[src/rtl/ptw_pkg.sv]
package ptw_pkg;

   typedef enum logic [2:0] {
      ST_IDLE,
      ST_RD_DIR,
      ST_WT_DIR,
      ST_RD_LEAF,
      ST_WT_LEAF,
      ST_DONE,
      ST_FAULT
   } walk_state_e;

   typedef enum logic [1:0] {
      FLT_NONE   = 2'd0,
      FLT_ABSENT = 2'd1,
      FLT_PROT   = 2'd2
   } fault_e;

   localparam int PRESENT_BIT = 0;
   localparam int WRITE_BIT   = 1;

endpackage

[src/rtl/ptw_idx_addr.sv]
module ptw_idx_addr #(
   parameter int ADDR_W    = 32,
   parameter int PAGE_BITS = 12,
   parameter int IDX_BITS  = 10
) (
   input  logic [ADDR_W-PAGE_BITS-1:0] table_frame_i,
   input  logic [IDX_BITS-1:0]         index_i,
   output logic [ADDR_W-1:0]           entry_addr_o
);
   localparam int SHIFT = PAGE_BITS - IDX_BITS;

   assign entry_addr_o = {table_frame_i, index_i, {SHIFT{1'b0}}};
endmodule

[src/rtl/ptw_entry_eval.sv]
module ptw_entry_eval
   import ptw_pkg::*;
#(
   parameter int ADDR_W    = 32,
   parameter int PAGE_BITS = 12
) (
   input  logic [ADDR_W-1:0]           entry_i,
   input  logic                        is_write_i,
   input  logic                        perm_en_i,
   output logic                        present_o,
   output logic                        denied_o,
   output logic [ADDR_W-PAGE_BITS-1:0] frame_o
);
   assign present_o = entry_i[PRESENT_BIT];
   assign denied_o  = perm_en_i & is_write_i & ~entry_i[WRITE_BIT];
   assign frame_o   = entry_i[ADDR_W-1:PAGE_BITS];
endmodule

[src/rtl/ptw_walker.sv]
module ptw_walker
   import ptw_pkg::*;
#(
   parameter int VA_W       = 32,
   parameter int PAGE_BITS  = 12,
   parameter int ENTRY_W    = 32,
   parameter bit UPPER_PERM = 1'b1
) (
   input  logic            clk,
   input  logic            rst_n,
   input  logic [VA_W-1:0] table_base_i,
   input  logic            walk_req_i,
   input  logic [VA_W-1:0] walk_va_i,
   input  logic            walk_write_i,
   output logic            ready_o,
   output logic            mem_req_o,
   output logic [VA_W-1:0] mem_addr_o,
   input  logic            mem_rsp_valid_i,
   input  logic [VA_W-1:0] mem_rsp_data_i,
   output logic            done_o,
   output logic            fault_o,
   output logic [1:0]      fault_kind_o,
   output logic            fault_level_o,
   output logic [VA_W-1:0] pa_o
);
   localparam int ENTRY_BYTES = ENTRY_W / 8;
   localparam int ENTRY_SHIFT = $clog2(ENTRY_BYTES);
   localparam int IDX_BITS    = PAGE_BITS - ENTRY_SHIFT;
   localparam int FRAME_W     = VA_W - PAGE_BITS;
   localparam int DIR_LSB     = PAGE_BITS + IDX_BITS;

   generate
      if (PAGE_BITS + 2 * IDX_BITS != VA_W) begin : g_bad_split
         $error("two table levels plus the page offset must cover VA_W");
      end
      if (ENTRY_W != VA_W) begin : g_bad_entry
         $error("entry width must equal address width");
      end
      if ((1 << ENTRY_SHIFT) != ENTRY_BYTES) begin : g_bad_bytes
         $error("entry size must be a power of two bytes");
      end
   endgenerate

   walk_state_e         st_q;
   logic [VA_W-1:0]     va_q;
   logic                wr_q;
   logic [FRAME_W-1:0]  tbl_q;
   logic [VA_W-1:0]     pa_q;
   fault_e              kind_q;
   logic                lvl_q;

   logic [IDX_BITS-1:0] idx_sel;
   logic                ent_present;
   logic                ent_denied;
   logic [FRAME_W-1:0]  ent_frame;
   logic                perm_en;

   assign idx_sel = (st_q == ST_RD_DIR) ? va_q[VA_W-1:DIR_LSB]
                                        : va_q[DIR_LSB-1:PAGE_BITS];

   ptw_idx_addr #(
      .ADDR_W   (VA_W),
      .PAGE_BITS(PAGE_BITS),
      .IDX_BITS (IDX_BITS)
   ) u_addr (
      .table_frame_i(tbl_q),
      .index_i      (idx_sel),
      .entry_addr_o (mem_addr_o)
   );

   generate
      if (UPPER_PERM) begin : g_perm_both
         assign perm_en = 1'b1;
      end else begin : g_perm_leaf
         assign perm_en = (st_q == ST_WT_LEAF);
      end
   endgenerate

   ptw_entry_eval #(
      .ADDR_W   (VA_W),
      .PAGE_BITS(PAGE_BITS)
   ) u_eval (
      .entry_i   (mem_rsp_data_i),
      .is_write_i(wr_q),
      .perm_en_i (perm_en),
      .present_o (ent_present),
      .denied_o  (ent_denied),
      .frame_o   (ent_frame)
   );

   always_ff @(posedge clk or negedge rst_n) begin
      if (!rst_n) begin
         st_q   <= ST_IDLE;
         va_q   <= '0;
         wr_q   <= 1'b0;
         tbl_q  <= '0;
         pa_q   <= '0;
         kind_q <= FLT_NONE;
         lvl_q  <= 1'b0;
      end else begin
         unique case (st_q)
            ST_IDLE: begin
               if (walk_req_i) begin
                  va_q   <= walk_va_i;
                  wr_q   <= walk_write_i;
                  tbl_q  <= table_base_i[VA_W-1:PAGE_BITS];
                  kind_q <= FLT_NONE;
                  lvl_q  <= 1'b0;
                  st_q   <= ST_RD_DIR;
               end
            end
            ST_RD_DIR:  st_q <= ST_WT_DIR;
            ST_RD_LEAF: st_q <= ST_WT_LEAF;
            ST_WT_DIR, ST_WT_LEAF: begin
               if (mem_rsp_valid_i) begin
                  if (!ent_present) begin
                     kind_q <= FLT_ABSENT;
                     lvl_q  <= (st_q == ST_WT_LEAF);
                     st_q   <= ST_FAULT;
                  end else if (ent_denied) begin
                     kind_q <= FLT_PROT;
                     lvl_q  <= (st_q == ST_WT_LEAF);
                     st_q   <= ST_FAULT;
                  end else if (st_q == ST_WT_DIR) begin
                     tbl_q <= ent_frame;
                     st_q  <= ST_RD_LEAF;
                  end else begin
                     pa_q <= {ent_frame, va_q[PAGE_BITS-1:0]};
                     st_q <= ST_DONE;
                  end
               end
            end
            ST_DONE, ST_FAULT: st_q <= ST_IDLE;
            default: st_q <= ST_IDLE;
         endcase
      end
   end

   assign ready_o       = (st_q == ST_IDLE);
   assign mem_req_o     = (st_q == ST_RD_DIR) || (st_q == ST_RD_LEAF);
   assign done_o        = (st_q == ST_DONE);
   assign fault_o       = (st_q == ST_FAULT);
   assign fault_kind_o  = kind_q;
   assign fault_level_o = lvl_q;
   assign pa_o          = pa_q;
endmodule

[config.mk]
export PLATFORM = sky130hd
export DESIGN_NAME = ptw_walker
export DESIGN_NICKNAME = d
export VERILOG_FILES = /design/src/rtl/ptw_pkg.sv /design/src/rtl/ptw_idx_addr.sv /design/src/rtl/ptw_entry_eval.sv /design/src/rtl/ptw_walker.sv
export SDC_FILE = /design/constraint.sdc
export NUM_CORES = 1
export LEC_CHECK = 0
export BUFFER_PORTS_ARGS = -buffer_cell sky130_fd_sc_hd__buf_2
export CAP_MARGIN = 20
export CORE_MARGIN = 5
export CORE_UTILIZATION = 40
export DETAILED_ROUTE_END_ITERATION = 7
export GPL_TIMING_DRIVEN = 0
export PLACE_DENSITY = 0.7
export SETUP_SLACK_MARGIN = 0.05
export SYNTH_ARGS = -nofsm -noshare
export SYNTH_HDL_FRONTEND = slang
export SYNTH_HIERARCHICAL = 1
export SYNTH_SLANG_ARGS = --single-unit
[constraint.sdc]
create_clock -name clk -period 1.69 [get_ports clk]
set_input_delay 0.2535 -clock clk [delete_from_list [all_inputs] [get_ports clk]]
set_output_delay 0.2535 -clock clk [all_outputs]
set_load 0.03 [all_outputs]
==> run_results.csv <==
group,metric,value,unit
timing,fin_crit_sh,117,%
route,drc,0,
placed_design,placedInstanceArea,0.00536,mm²
placed_design,gp_congestion,0.768,
finish,n_antenna_cell,0,
pwr,power_per_cell_area,2110,mW/mm²
setup_path,cp_max_fo,5,
grt,gr-usage-all-layers,16.3,%
grt,globalRouteOverflowTotal,0,
setup_path,end_kind,"primary output",
timing,setup_ws,-295,ps
clock_network,cts.clk_slew.worst_paths,90,ps
job,cap_viol_max_count,0,
pwr,leakage,3.22,nW
setup_path,worst_ep_arrival_time,1730,ps
timing,tightestPinTransition,594,ps
route,drt_first_pass_iters,4,
outcome,failed_checks,"setup timing",
floorplanning,pin_count,172,
timing,fmax,504,MHz
finish,n_fill_cell,912,
placed_design,place_inst,609,
pwr,peakVddDrop,979,µV
timing,min_period,1980,ps
grt,grt_pass1_wl,17000,µm
clock_network,clockRootBuffer,"clkbuf_8",
yosys,avgSynthCellArea,13.0,µm²
finish,final_common_cell,"buf_2",
finish,area_growth,38.7,%
yosys,seq_area_frac_synth,51.2,%
floorplanning,core_area,0.0109,mm²
yosys,synth.cell_area,0.00444,mm²
yosys,synth_flop_cell,"dfrtp_1",
yosys,ys_seq_elements,91,
setup_path,worstSetupStartpointType,"flop",
clock_network,clockBufferDepth,2,
timing,grt_setup_unrepaired,"true",
grt,antenna_found_initial,0,
finish,layout_common_cells,"buf_2 (112), dfrtp_1 (89), buf_4 (54)",
finish,drive_gt1_share,61.3,%
placed_design,dpl.hpwl,7370,µm
route,dr.first_iter.drc_count,164,
floorplanning,die_h,115,µm
route,wire_per_inst,16.8,µm
yosys,synth_edf_count,0,
timing,relSlewSlack,60.4,%
floorplanning,row_count,38,
route,avgViaCountPerCell,4.69,
route,drt_wl_total,10700,µm
floorplanning,die_width,115,µm
route,final_antenna_net_count,0,
yosys,synthArstFlopShare,100,%
finish,final_cells,641,
setup_path,worstPathRequired,1440,ps
clock_network,clkLatencyLatePin,350,ps
placed_design,io_buffers,126,
grt,grt_max_degree,50,
clock_network,cts_max_level,3,
timing,fin_skew,6.90,ps
floorplanning,start_util,40.8,%
floorplanning,dieArea,0.0133,mm²
timing,finalHoldViolCount,0,
finish,fin_area,0.00616,mm²
grt,grt_pass1_vias,3300,
clock_network,cts_tree,"yes",
timing,final-setup-viol-count,93,
yosys,yosys_warnings,6,
clock_network,clock-sinks,91,
setup_path,critPathKind,"flop to primary output",
route,vias,3009,
finish,utilization,56.6,%
yosys,syn-instance-count,341,
hold_path,hold_class,"input port to flop",
pwr,design_power_total,13.0,mW
yosys,ys_types,37,
timing,finalMaxSlewViolations,0,
finish,fin_nets,598,
outcome,outcome,"complete, but fails checks",
clock_network,numCtsBuffers,9,
## per-layer routing
| metal | wire (µm) | GRT usage, % | vias to the layer above |
|---|---|---|---|
| li1 | - | - | 1425 |
| met1 | 4440 | 20.5 | 1475 |
| met2 | 5360 | 27.3 | 98 |
| met3 | 820 | 4.68 | 11 |
| met4 | 116 | 4.93 | 0 |
| met5 | 0 | 0 | - |
## where the power goes
part | switching, mW | internal, mW | leakage [nW] | total [mW]
clock network | 0.726 | 0.562 | 0.0860 | 1.29
logic | 3.95 | 3.95 | 2.02 | 7.89
registers | 0.584 | 3.26 | 1.11 | 3.84
total | 5.26 | 7.76 | 3.22 | 13.0
## state kept, by name, indices dropped and copies added, names as in the netlist
register / cells
va_q: 32
pa_o: 32
tbl_q: 20
st_q: 3
fault_level_o: 1
fault_kind_o: 2
wr_q: 1
## what timing repair did
action / 4_1_cts / 5_1_grt
endpoints found under the setup margin: 63 / 101
hold buffers: 1 / 0
pin swaps: 5 / 12
resized for setup: 87 / 32
endpoints found under the hold margin: 42 / 0
cloned: 6 / 3
buffers inserted: 16 / 6
## final cells by class
type | instances | area [µm²] | share of cell area, %
Timing Repair Buffer | 154 | 1140 | 18.4
Clock buffer | 12 | 145 | 2.35
Buffer | 60 | 564 | 9.15
Tap cell | 140 | 175 | 2.84
Clock inverter | 3 | 15.0 | 0.244
Multi-Input combinational cell | 177 | 1830 | 29.7
Inverter | 4 | 17.5 | 0.284
Sequential cell | 91 | 2280 | 37.0
## stage by stage
stage | hold slack [ps] | setup slack, ps | setup TNS, ps
2_1_floorplan | -42.1 | 8.88 | 0
3_3_place_gp | 461 | -462 | -47230
3_5_place_dp | 295 | -212 | -6470
4_1_cts | 97.6 | -340 | -9240
5_1_grt | 102 | -374 | -15590
6_report | 113 | -295 | -9850
## final timing paths
check / start / endpoint / slack (ps) / cells after the start
worst max-delay path: st_q[2] / mem_addr_o[3] / -290 / 5
worst min-delay path: walk_va_i[10] / va_q[10] / 110 / 2
worst max register to register: st_q[1] / tbl_q[3] / -200 / 9
worst min register to register: va_q[10] / va_q[10] / 490 / 1
max in group asynchronous: rst_n / va_q[8] / 590 / 3
min in group asynchronous: rst_n / va_q[31] / 450 / 2
## worst max-delay path: stages (launching register included)
cell and delay (ps):
dfrtp_1 400, buf_6 130, nor3b_4 230, buf_6 180, mux2_4 310, buf_6 140
## synth_stat cells, types with 2 or more instances
cell type | n | area, µm²
nor3b_1 | 2 | 15.0
buf_4 | 55 | 413
inv_1 | 3 | 11.3
conb_1 | 2 | 7.51
o21ai_1 | 21 | 105
mux2_1 | 27 | 304
mux2_4 | 30 | 450
nand2_1 | 21 | 78.8
dfrtp_1 | 91 | 2280
mux2i_1 | 20 | 200
nor2_1 | 2 | 7.51
a21oi_1 | 5 | 25.0
clkbuf_1 | 5 | 18.8
o21ai_0 | 3 | 15.0
nand2b_1 | 3 | 18.8
nor2b_1 | 2 | 12.5
buf_6 | 9 | 101
and2_1 | 3 | 18.8
o211ai_1 | 2 | 15.0
mux2_2 | 18 | 203
## cell families (layout without fill, tap and decap cells)
group / count (synthesis) / after routing / share of synthesized area [%]
simple gates: 42 / 42 / 5.41
mux: 95 / 95 / 26.0
buf+inv: 74 / 233 / 12.4
flops: 91 / 91 / 51.2
xor+xnor: 1 / 1 / 0.197
other cells: 2 / 3 / 0.169
compound gates: 36 / 36 / 4.50
(Power assumes the default switching activity.)
